### src/rtl/sa_pkg.sv
package sa_pkg;

  localparam int HOST_W = 8;

  typedef enum logic [1:0] {
    DIV_ONE  = 2'b00,
    DIV_MID  = 2'b01,
    DIV_HIGH = 2'b10,
    DIV_MRST = 2'b11
  } sa_div_e;

  typedef enum logic [1:0] {
    TXC_QUIET = 2'b00,
    TXC_TIRQ  = 2'b01,
    TXC_RTS   = 2'b10,
    TXC_BREAK = 2'b11
  } sa_txc_e;

  typedef struct packed {
    logic eight;
    logic par_en;
    logic par_odd;
    logic two_stop;
  } sa_frame_t;

  localparam int N_CAUSE  = 2;
  localparam int CAUSE_RX = 0;
  localparam int CAUSE_TX = 1;

  // Character format selector to frame settings.
  function automatic sa_frame_t frame_of(input logic [2:0] sel);
    sa_frame_t f;
    f.eight    = sel[2];
    f.par_en   = !(sel[2] && !sel[1]);
    f.par_odd  = f.par_en && sel[0];
    f.two_stop = (sel[2:1] == 2'b00) || (sel == 3'd4);
    return f;
  endfunction

  // Clear the top bit when only seven data bits are carried.
  function automatic logic [HOST_W-1:0] trim7(input logic [HOST_W-1:0] d,
                                              input logic seven);
    return seven ? {1'b0, d[HOST_W-2:0]} : d;
  endfunction

endpackage

### src/rtl/sa_ctrl_decode.sv
module sa_ctrl_decode
  import sa_pkg::*;
#(
  parameter int DIV_MID_RATIO = 16,
  parameter int DIV_HI_RATIO  = 64,
  parameter int DIV_W         = 7
) (
  input  logic              clk,
  input  logic              rst_n,
  input  logic              we,
  input  logic [HOST_W-1:0] wd,
  output logic [DIV_W-1:0]  baud_div,
  output sa_frame_t         frame,
  output logic              rts,
  output logic              tx_break,
  output logic              tx_ie,
  output logic              rx_ie,
  output logic              xcvr_reset
);

  sa_div_e    div_q;
  logic [2:0] fmt_q;
  logic       rts_q, brk_q, tie_q, rie_q, mrst_q;
  sa_div_e    div_sel;
  sa_txc_e    txc_sel;

  assign div_sel = sa_div_e'(wd[1:0]);
  assign txc_sel = sa_txc_e'(wd[6:5]);

  always_ff @(posedge clk) begin
    if (!rst_n) begin
      div_q  <= DIV_ONE;
      fmt_q  <= '0;
      rts_q  <= 1'b0;
      brk_q  <= 1'b0;
      tie_q  <= 1'b0;
      rie_q  <= 1'b0;
      mrst_q <= 1'b0;
    end else begin
      mrst_q <= 1'b0;
      if (we) begin
        if (div_sel == DIV_MRST) begin
          rts_q  <= 1'b0;
          brk_q  <= 1'b0;
          mrst_q <= 1'b1;
        end else begin
          div_q <= div_sel;
          fmt_q <= wd[4:2];
          rts_q <= (txc_sel == TXC_RTS);
          tie_q <= (txc_sel == TXC_TIRQ);
          brk_q <= (txc_sel == TXC_BREAK);
          rie_q <= wd[7];
        end
      end
    end
  end

  always_comb begin
    case (div_q)
      DIV_MID:  baud_div = DIV_W'(DIV_MID_RATIO);
      DIV_HIGH: baud_div = DIV_W'(DIV_HI_RATIO);
      default:  baud_div = DIV_W'(1);
    endcase
  end

  assign frame      = frame_of(fmt_q);
  assign rts        = rts_q;
  assign tx_break   = brk_q;
  assign tx_ie      = tie_q;
  assign rx_ie      = rie_q;
  assign xcvr_reset = mrst_q;

endmodule

### src/rtl/sa_irq_track.sv
module sa_irq_track #(
  parameter int NC = 2
) (
  input  logic          clk,
  input  logic          rst_n,
  input  logic [NC-1:0] raise,
  input  logic [NC-1:0] clr,
  input  logic          stat_clr,
  output logic          irq
);

  logic [NC-1:0] cause_q, cause_d;
  logic          stat_q, stat_d;
  logic          irq_q;

  // A new event wins over a clear in the same cycle.
  assign cause_d = raise | (cause_q & ~clr);
  assign stat_d  = (|raise) | (stat_q & ~stat_clr);

  always_ff @(posedge clk) begin
    if (!rst_n) begin
      cause_q <= '0;
      stat_q  <= 1'b0;
      irq_q   <= 1'b0;
    end else begin
      cause_q <= cause_d;
      stat_q  <= stat_d;
      irq_q   <= (|cause_d) | stat_d;
    end
  end

  assign irq = irq_q;

endmodule

### src/rtl/sa_data_path.sv
module sa_data_path
  import sa_pkg::*;
(
  input  logic              clk,
  input  logic              rst_n,
  input  logic              seven,
  // transmit side
  input  logic              tx_we,
  input  logic [HOST_W-1:0] wd,
  input  logic              tx_ready,
  output logic              tx_valid,
  output logic [HOST_W-1:0] tx_data,
  output logic              tx_take,
  // receive side
  input  logic              rx_valid,
  input  logic [HOST_W-1:0] rx_data,
  input  logic              rx_fe,
  input  logic              rx_pe,
  input  logic              rx_re,
  output logic              rx_ready,
  output logic              rx_take,
  output logic              rx_full,
  output logic [HOST_W-1:0] rx_word,
  output logic              fe_held,
  output logic              pe_held
);

  logic [HOST_W-1:0] tx_hold_q, rx_hold_q;
  logic              tx_full_q, rx_full_q, fe_q, pe_q;

  assign tx_take = tx_full_q && tx_ready;
  assign rx_take = rx_valid && !rx_full_q;

  always_ff @(posedge clk) begin
    if (!rst_n) begin
      tx_hold_q <= '0;
      tx_full_q <= 1'b0;
    end else if (tx_we) begin
      tx_hold_q <= wd;
      tx_full_q <= 1'b1;
    end else if (tx_take) begin
      tx_full_q <= 1'b0;
    end
  end

  always_ff @(posedge clk) begin
    if (!rst_n) begin
      rx_hold_q <= '0;
      rx_full_q <= 1'b0;
      fe_q      <= 1'b0;
      pe_q      <= 1'b0;
    end else if (rx_take) begin
      rx_hold_q <= trim7(rx_data, seven);
      rx_full_q <= 1'b1;
      fe_q      <= rx_fe;
      pe_q      <= rx_pe;
    end else if (rx_re) begin
      rx_full_q <= 1'b0;
      fe_q      <= 1'b0;
      pe_q      <= 1'b0;
    end
  end

  assign tx_valid = tx_full_q;
  assign tx_data  = trim7(tx_hold_q, seven);
  assign rx_ready = !rx_full_q;
  assign rx_full  = rx_full_q;
  assign rx_word  = rx_hold_q;
  assign fe_held  = fe_q;
  assign pe_held  = pe_q;

endmodule

### src/rtl/sa_host_regs.sv
module sa_host_regs
  import sa_pkg::*;
#(
  parameter  int DIV_MID_RATIO = 16,
  parameter  int DIV_HI_RATIO  = 64,
  localparam int DIV_W         = $clog2(DIV_HI_RATIO + 1)
) (
  input  logic              clk,
  input  logic              rst_n,
  input  logic              cs,
  input  logic              rd,
  input  logic              wr,
  input  logic              addr,
  input  logic [HOST_W-1:0] wdata,
  output logic [HOST_W-1:0] rdata,
  output logic              irq,
  output logic              tx_valid,
  input  logic              tx_ready,
  output logic [HOST_W-1:0] tx_data,
  input  logic              rx_valid,
  output logic              rx_ready,
  input  logic [HOST_W-1:0] rx_data,
  input  logic              rx_frame_err,
  input  logic              rx_parity_err,
  input  logic              rx_overrun,
  input  logic              carrier_det,
  input  logic              clear_to_send,
  output logic [DIV_W-1:0]  baud_div,
  output logic              word_eight,
  output logic              parity_en,
  output logic              parity_odd,
  output logic              two_stop,
  output logic              rts,
  output logic              tx_break,
  output logic              xcvr_reset
);

  logic ctl_we, txd_we, st_re, rxd_re;
  assign ctl_we = cs && wr && !addr;
  assign txd_we = cs && wr &&  addr;
  assign st_re  = cs && rd && !addr;
  assign rxd_re = cs && rd &&  addr;

  sa_frame_t frame_w;
  logic      tx_ie_w, rx_ie_w;

  sa_ctrl_decode #(
    .DIV_MID_RATIO(DIV_MID_RATIO),
    .DIV_HI_RATIO (DIV_HI_RATIO),
    .DIV_W        (DIV_W)
  ) u_ctrl (
    .clk       (clk),
    .rst_n     (rst_n),
    .we        (ctl_we),
    .wd        (wdata),
    .baud_div  (baud_div),
    .frame     (frame_w),
    .rts       (rts),
    .tx_break  (tx_break),
    .tx_ie     (tx_ie_w),
    .rx_ie     (rx_ie_w),
    .xcvr_reset(xcvr_reset)
  );

  logic              tx_take_w, rx_take_w, rx_full_w, fe_w, pe_w;
  logic [HOST_W-1:0] rx_word_w;

  sa_data_path u_data (
    .clk     (clk),
    .rst_n   (rst_n),
    .seven   (!frame_w.eight),
    .tx_we   (txd_we),
    .wd      (wdata),
    .tx_ready(tx_ready),
    .tx_valid(tx_valid),
    .tx_data (tx_data),
    .tx_take (tx_take_w),
    .rx_valid(rx_valid),
    .rx_data (rx_data),
    .rx_fe   (rx_frame_err),
    .rx_pe   (rx_parity_err),
    .rx_re   (rxd_re),
    .rx_ready(rx_ready),
    .rx_take (rx_take_w),
    .rx_full (rx_full_w),
    .rx_word (rx_word_w),
    .fe_held (fe_w),
    .pe_held (pe_w)
  );

  logic [N_CAUSE-1:0] raise_w, clr_w;
  assign raise_w[CAUSE_RX] = rx_take_w && rx_ie_w;
  assign raise_w[CAUSE_TX] = tx_take_w && tx_ie_w && !txd_we;
  assign clr_w[CAUSE_RX]   = rxd_re;
  assign clr_w[CAUSE_TX]   = txd_we;

  sa_irq_track #(.NC(N_CAUSE)) u_irq (
    .clk     (clk),
    .rst_n   (rst_n),
    .raise   (raise_w),
    .clr     (clr_w),
    .stat_clr(st_re),
    .irq     (irq)
  );

  logic [HOST_W-1:0] status_w;
  assign status_w = {irq, pe_w, rx_overrun, fe_w,
                     clear_to_send, carrier_det, !tx_valid, rx_full_w};

  logic [HOST_W-1:0] rdata_q;
  always_ff @(posedge clk) begin
    if (!rst_n)      rdata_q <= '0;
    else if (st_re)  rdata_q <= status_w;
    else if (rxd_re) rdata_q <= rx_word_w;
  end
  assign rdata = rdata_q;

  assign word_eight = frame_w.eight;
  assign parity_en  = frame_w.par_en;
  assign parity_odd = frame_w.par_odd;
  assign two_stop   = frame_w.two_stop;

endmodule

### config.mk
export PLATFORM = sky130hd
export DESIGN_NAME = sa_host_regs
export DESIGN_NICKNAME = d
export VERILOG_FILES = /design/src/rtl/sa_pkg.sv /design/src/rtl/sa_ctrl_decode.sv /design/src/rtl/sa_irq_track.sv /design/src/rtl/sa_data_path.sv /design/src/rtl/sa_host_regs.sv
export SDC_FILE = /design/constraint.sdc
export NUM_CORES = 1
export LEC_CHECK = 0
export ABC_AREA = 1
export BUFFER_PORTS_ARGS = -buffer_cell sky130_fd_sc_hd__clkbuf_2
export CORE_MARGIN = 2
export CORE_UTILIZATION = 35
export DETAILED_ROUTE_END_ITERATION = 10
export PLACE_DENSITY = 0.62
export SYNTH_ARGS = -nofsm -noshare
export SYNTH_HDL_FRONTEND = slang
export SYNTH_SLANG_ARGS = --single-unit
### constraint.sdc
create_clock -name clk -period 1.2 [get_ports clk]
set_clock_uncertainty 0.05 [all_clocks]
set_input_delay 0.24 -clock clk [delete_from_list [all_inputs] [get_ports clk]]
set_output_delay 0.24 -clock clk [all_outputs]
set_load 0.01 [all_outputs]
==> Word level (Yosys, flattened, before mapping) <==
Cells that the tools add are included.
{ "op_classes": {"eq_ne": 7, "reduce_logical": 28, "mux": 14, "bitwise": 8} }
{ "ops": {"columns": ["op", "n"], "rows": [
  ["2-to-1 mux 8 bit", 4],
  ["one-hot mux 7 bit (2 select lines)", 1],
  ["logical AND 1 bit", 13],
  ["2-to-1 mux 1 bit", 9],
  ["equality test 2 bit, second input constant", 4],
  ["zero test 1 bit", 6],
  ["nonzero test 2 bit", 3],
  ["equality test 2 x 1 -> 1 bit, second input constant", 2],
  ["AND reduction 2 bit", 2],
  ["OR reduction 2 bit", 2],
  ["equality test 3 bit, second input constant", 1],
  ["bitwise AND 2 bit", 1],
  ["zero test 2 bit", 1],
  ["inverter 1 bit", 2],
  ["inverter 2 bit", 1],
  ["OR 1 bit", 2],
  ["OR 2 bit", 1],
  ["bitwise AND 1 bit", 1],
  ["logical OR 1 bit", 1]
]} }
{ "totals": {"wordCells": 74, "out_inout_bits": 33, "inputBits": 29, "reg_bits": 42} }

==> Longest topological paths before layout <==
{ "logic_depth": {"word_depth": 7, "depth_mapped": 7, "mapped_depth_nobuf": 7} }

==> By module <==
A second synthesis with hierarchy kept.
{ "unflattened": {"hier_cells": 257, "area_unflattened_um2": 1895.6} }
{ "by_module_without_submodules": {"columns": ["mod", "cells_per_inst", "area_per_inst_um2", "instances"], "rows": [
  ["sa_data_path", 101, 812.0, 1],
  ["sa_ctrl_decode", 64, 469.2, 1],
  ["sa_host_regs", 73, 465.4, 1],
  ["sa_irq_track", 19, 148.9, 1]
]} }

==> Worst setup path after synthesis <==
No wires, ideal clock.
{ "synth_path": {"kind": "flip-flop to flip-flop", "startpoint": "register u_data.rx_full_q, in the netlist u_data.rx_full", "endpoint": "register u_data.rx_hold_q[0], in the netlist u_data.rx_word[0]", "stages_incl_launch_ff": 6, "setup_ns": 0.116, "slack_ns": 0.177, "required_ns": 1.034, "arrival_ns": 0.857, "path_cell_list": "dfxtp_1 > inv_1 > nand2_1 > buf_2 > o21ai_0 > nor2_1"} }
{ "synth_between": {"elab_chain_cells": 2} }
{ "synth_rtl": {"columns": ["element", "line_no", "source"], "rows": [
  ["start, declared", "sa_data_path.sv:29", "logic tx_full_q, rx_full_q, fe_q, pe_q;"],
  ["start signal, assigned", "sa_data_path.sv:49", "rx_full_q <= 1'b0;"],
  ["start signal, assigned", "sa_data_path.sv:54", "rx_full_q <= 1'b1;"],
  ["start signal, assigned", "sa_data_path.sv:58", "rx_full_q <= 1'b0;"],
  ["zero test 1 bit", null, null],
  ["via rx_ready", "sa_host_regs.sv:21", "output logic rx_ready,"],
  ["logical AND 1 bit", "sa_data_path.sv:32", "assign rx_take = rx_valid && !rx_full_q;"],
  ["end signal, assigned", "sa_data_path.sv:53", "rx_hold_q <= trim7(rx_data, seven);"],
  ["end, declared", "sa_data_path.sv:28", "logic [HOST_W-1:0] tx_hold_q, rx_hold_q;"]
]} }
The timed path passes the listed nets, and every way through them passes these cells.
A chain may end at the register's enable or synchronous reset.

==> Worst setup path in the final report <==
{ "layout_path": {"startpoint": "register u_ctrl.div_q[0]", "endpoint": "output port baud_div[0]"} }
{ "layout_between": {"elab_chain_cells": 2, "word_cells_on_any_way": 3, "classes_between": "eq/ne (2); mux (1)"} }
{ "layout_rtl": {"columns": ["element", "line_no", "source"], "rows": [
  ["start, declared", "sa_ctrl_decode.sv:21", "sa_div_e div_q;"],
  ["start signal, assigned", "sa_ctrl_decode.sv:47", "div_q <= div_sel;"],
  ["equality test 2 bit or equality test 2 x 1 -> 1 bit (tied branches)", "sa_ctrl_decode.sv:59", "case (div_q)"],
  ["one-hot mux 7 bit (2 select lines) *", "sa_ctrl_decode.sv:59", null],
  ["end, declared", "sa_host_regs.sv:28", "output logic [DIV_W-1:0] baud_div,"]
]} }
Every way passes the cells marked *; elsewhere a longest branch is shown, timed or not.

==> impl_metrics.json <==
{
  "status": "finished, violations left",
  "violations": "setup timing",
  "io_pins": 62,
  "placed_area_um2": 2130,
  "syn_area_um2": 1780,
  "power_density_nw_per_um2": 1200,
  "crit_path_start_kind": "flop",
  "met1_usage_pct": 20.7,
  "finalMaxSlewViolations": 0,
  "grt_pass1_vias": 1380,
  "worstSetupPathType": "flop to output port",
  "clkLatencyLatePin_ps": 290,
  "fin_nets": 339,
  "cts_tree": "built",
  "setup_ws_ps": -107,
  "grt_busiest_layer": "met2",
  "grt_overflow": 0,
  "initial_core_util_pct": 37.0,
  "synthArstFlopShare_pct": 0,
  "synth.largest_area_cell": "dfxtp_1",
  "ys_types": 25,
  "antenna_left": 0,
  "avgSynthCellArea_um2": 7.30,
  "grt_max_degree": 17,
  "ys_seq_area_share_pct": 47.2,
  "cts.htree.levels": 2,
  "hpwlAfterDp_mm": 3.12,
  "rrSetupSlack_ps": 100,
  "period_minus_slack_ps": 1310,
  "via_per_inst": 4.35,
  "critPathArrivalTime_ps": 1020,
  "ys_top_cells_by_count": "nand2_1 (56), dfxtp_1 (42), inv_1 (31)",
  "finalHoldViolations": 0,
  "dieArea_um2": 5680,
  "drt_iter0_markers": 81,
  "synth_edf_count": 0,
  "cap_violations": 0,
  "endpoint_kind": "output port",
  "root_buffer": "clkbuf_8",
  "intPower_uw": 2030,
  "synthFlopType": "dfxtp_1",
  "netlist.area_leader.share_pct": 47.2,
  "ir_drop_mv": 0.514,
  "core_area_um2": 4820,
  "routedWlPerCell_um": 10.9,
  "cp_max_fo": 2,
  "cellLeakagePower_uw": 0.00113,
  "holdCritPathClass": "input pin to flop",
  "yosysMostFrequentCell": "nand2_1",
  "pre_cts_slack_ps": -2.11,
  "port_buffers": 57,
  "rsz0062_at_grt": "true",
  "grt.total_usage_pct": 14.9,
  "die_y_um": 75.4,
  "clock_sinks": 42,
  "synth_area_leaders": "dfxtp_1 (47%), nand2_1 (12%), inv_1 (6.5%)",
  "antenna_cells": 0,
  "grtUsageMet2_pct": 21.9,
  "grt_first_pass_wirelength_mm": 6.36,
  "syn_inst": 244,
  "grt_use_met3_pct": 4.37,
  "drc_errors": 0,
  "cts_buffer_depth": 2,
  "drive_above_1_share_pct": 31.2,
  "die_w_um": 75.4,
  "grt_antenna_before_repair": 0,
  "cp_data_required_time_ps": 910,
  "gp_congestion": 0.800,
  "fin_crit_sh_pct": 109,
  "fin_area_um2": 2280,
  "cts_buffers": 5,
  "ys_seq_elements": 42,
  "path_clk_slew_ps": 80,
  "yosysWarnings": 0,
  "final_core_util_pct": 47.4,
  "vias": 1631,
  "sequentialPowerShare_pct": 54.9,
  "dr.pass1.iters": 4,
  "p_comb_share_pct": 13.8,
  "wl_mm": 4.08,
  "p_sw_share_pct": 25.9,
  "holdWs_ps": 141,
  "area_growth_pct": 28.1,
  "p_switching_uw": 708,
  "hold_buffers": 0,
  "num_rows": 25,
  "max_freq_mhz": 765,
  "pwr-share-clk_pct": 31.3,
  "setup_viol": 4
}
## worst max-delay path: stages, from the launching register on
cell	delay, ps
dfxtp_2	340
inv_2	50
ha_4	250
buf_6	90
## routing by layer
layer | wire length, µm | vias up
met1 | 1980 | 716
met5 | 0 | -
met4 | 42 | 0
met2 | 1850 | 36
met3 | 205 | 4
li1 | - | 875
## power by group through the flow
stage | logic, µW | registers, µW | clock network, µW
final | 378 | 1500 | 855
after global routing | 424 | 1510 | 932
after CTS | 367 | 1500 | 878
after detailed placement | 359 | 1530 | 0
after global placement | 355 | 1530 | 0
after floorplan | 218 | 1530 | 0
## metrics by stage
step / std cells / TNS, ps / total power, µW
after global routing: 375 / -406 / 2870
final: 375 / -234 / 2730
after detailed placement: 364 / -3.59 / 1890
after global placement: 364 / 0 / 1890
after CTS: 373 / -302 / 2750
after floorplan: 247 / 0 / 1750
## final cells by class
class                   count  area [µm²]
multi-input cells         153         728
flip-flops and latches     42         851
fillers                   519        2530
well taps                  67        83.8
clock buffers               7        76.3
inverters                  33         125
repair buffers             73         418
## state kept, by name, indices dropped and copies added, names as in the netlist
signal             count
u_ctrl.rx_ie           1
u_data.tx_valid        1
u_irq.stat_q           1
u_ctrl.tx_ie           1
u_irq.cause_q          2
u_ctrl.div_q           2
u_data.rx_full         1
rdata                  8
u_ctrl.fmt_q           3
u_data.pe_held         1
u_data.rx_word         8
u_ctrl.xcvr_reset      1
u_data.tx_hold_q       8
u_ctrl.rts             1
u_ctrl.tx_break        1
u_irq.irq              1
u_data.fe_held         1
## layout by cell type (no fill, tap or decap), types with 5 or more instances in the layout
| cell | Yosys | routed |
|---|---|---|
| dfxtp_2 | 0 | 5 |
| inv_1 | 31 | 28 |
| o21ai_0 | 20 | 19 |
| nand3_1 | 15 | 15 |
| nand2_1 | 56 | 55 |
| nor2_1 | 25 | 25 |
| buf_4 | 12 | 16 |
| a21oi_1 | 20 | 19 |
| dfxtp_1 | 42 | 36 |
| clkbuf_8 | 0 | 5 |
| clkbuf_2 | 0 | 52 |
## logic make-up after synthesis
family                     share of synthesized area, %
buffers and inverters                              13.6
adders and majority gates                          1.40
other                                             0.210
and+or+nand+nor                                    24.6
DFF                                                47.2
AOI/OAI and AO/OA                                  13.0
## worst paths after layout
check | start | end | cells after the start
worst min-delay path | rx_data[4] | u_data.rx_word[4] | 3
worst max-delay path | u_ctrl.div_q[0] | baud_div[0] | 3
worst min register to register | u_data.tx_hold_q[1] | u_data.tx_hold_q[1] | 2
worst max register to register | u_data.rx_full | u_data.rx_word[3] | 5
## repair_timing
action / 4_1_cts / 5_1_grt
setup buffers: 2 / 2
gates resized for setup: 13 / 10
endpoints found under the setup margin: 12 / 9
Power figures use the tool's default switching activity.
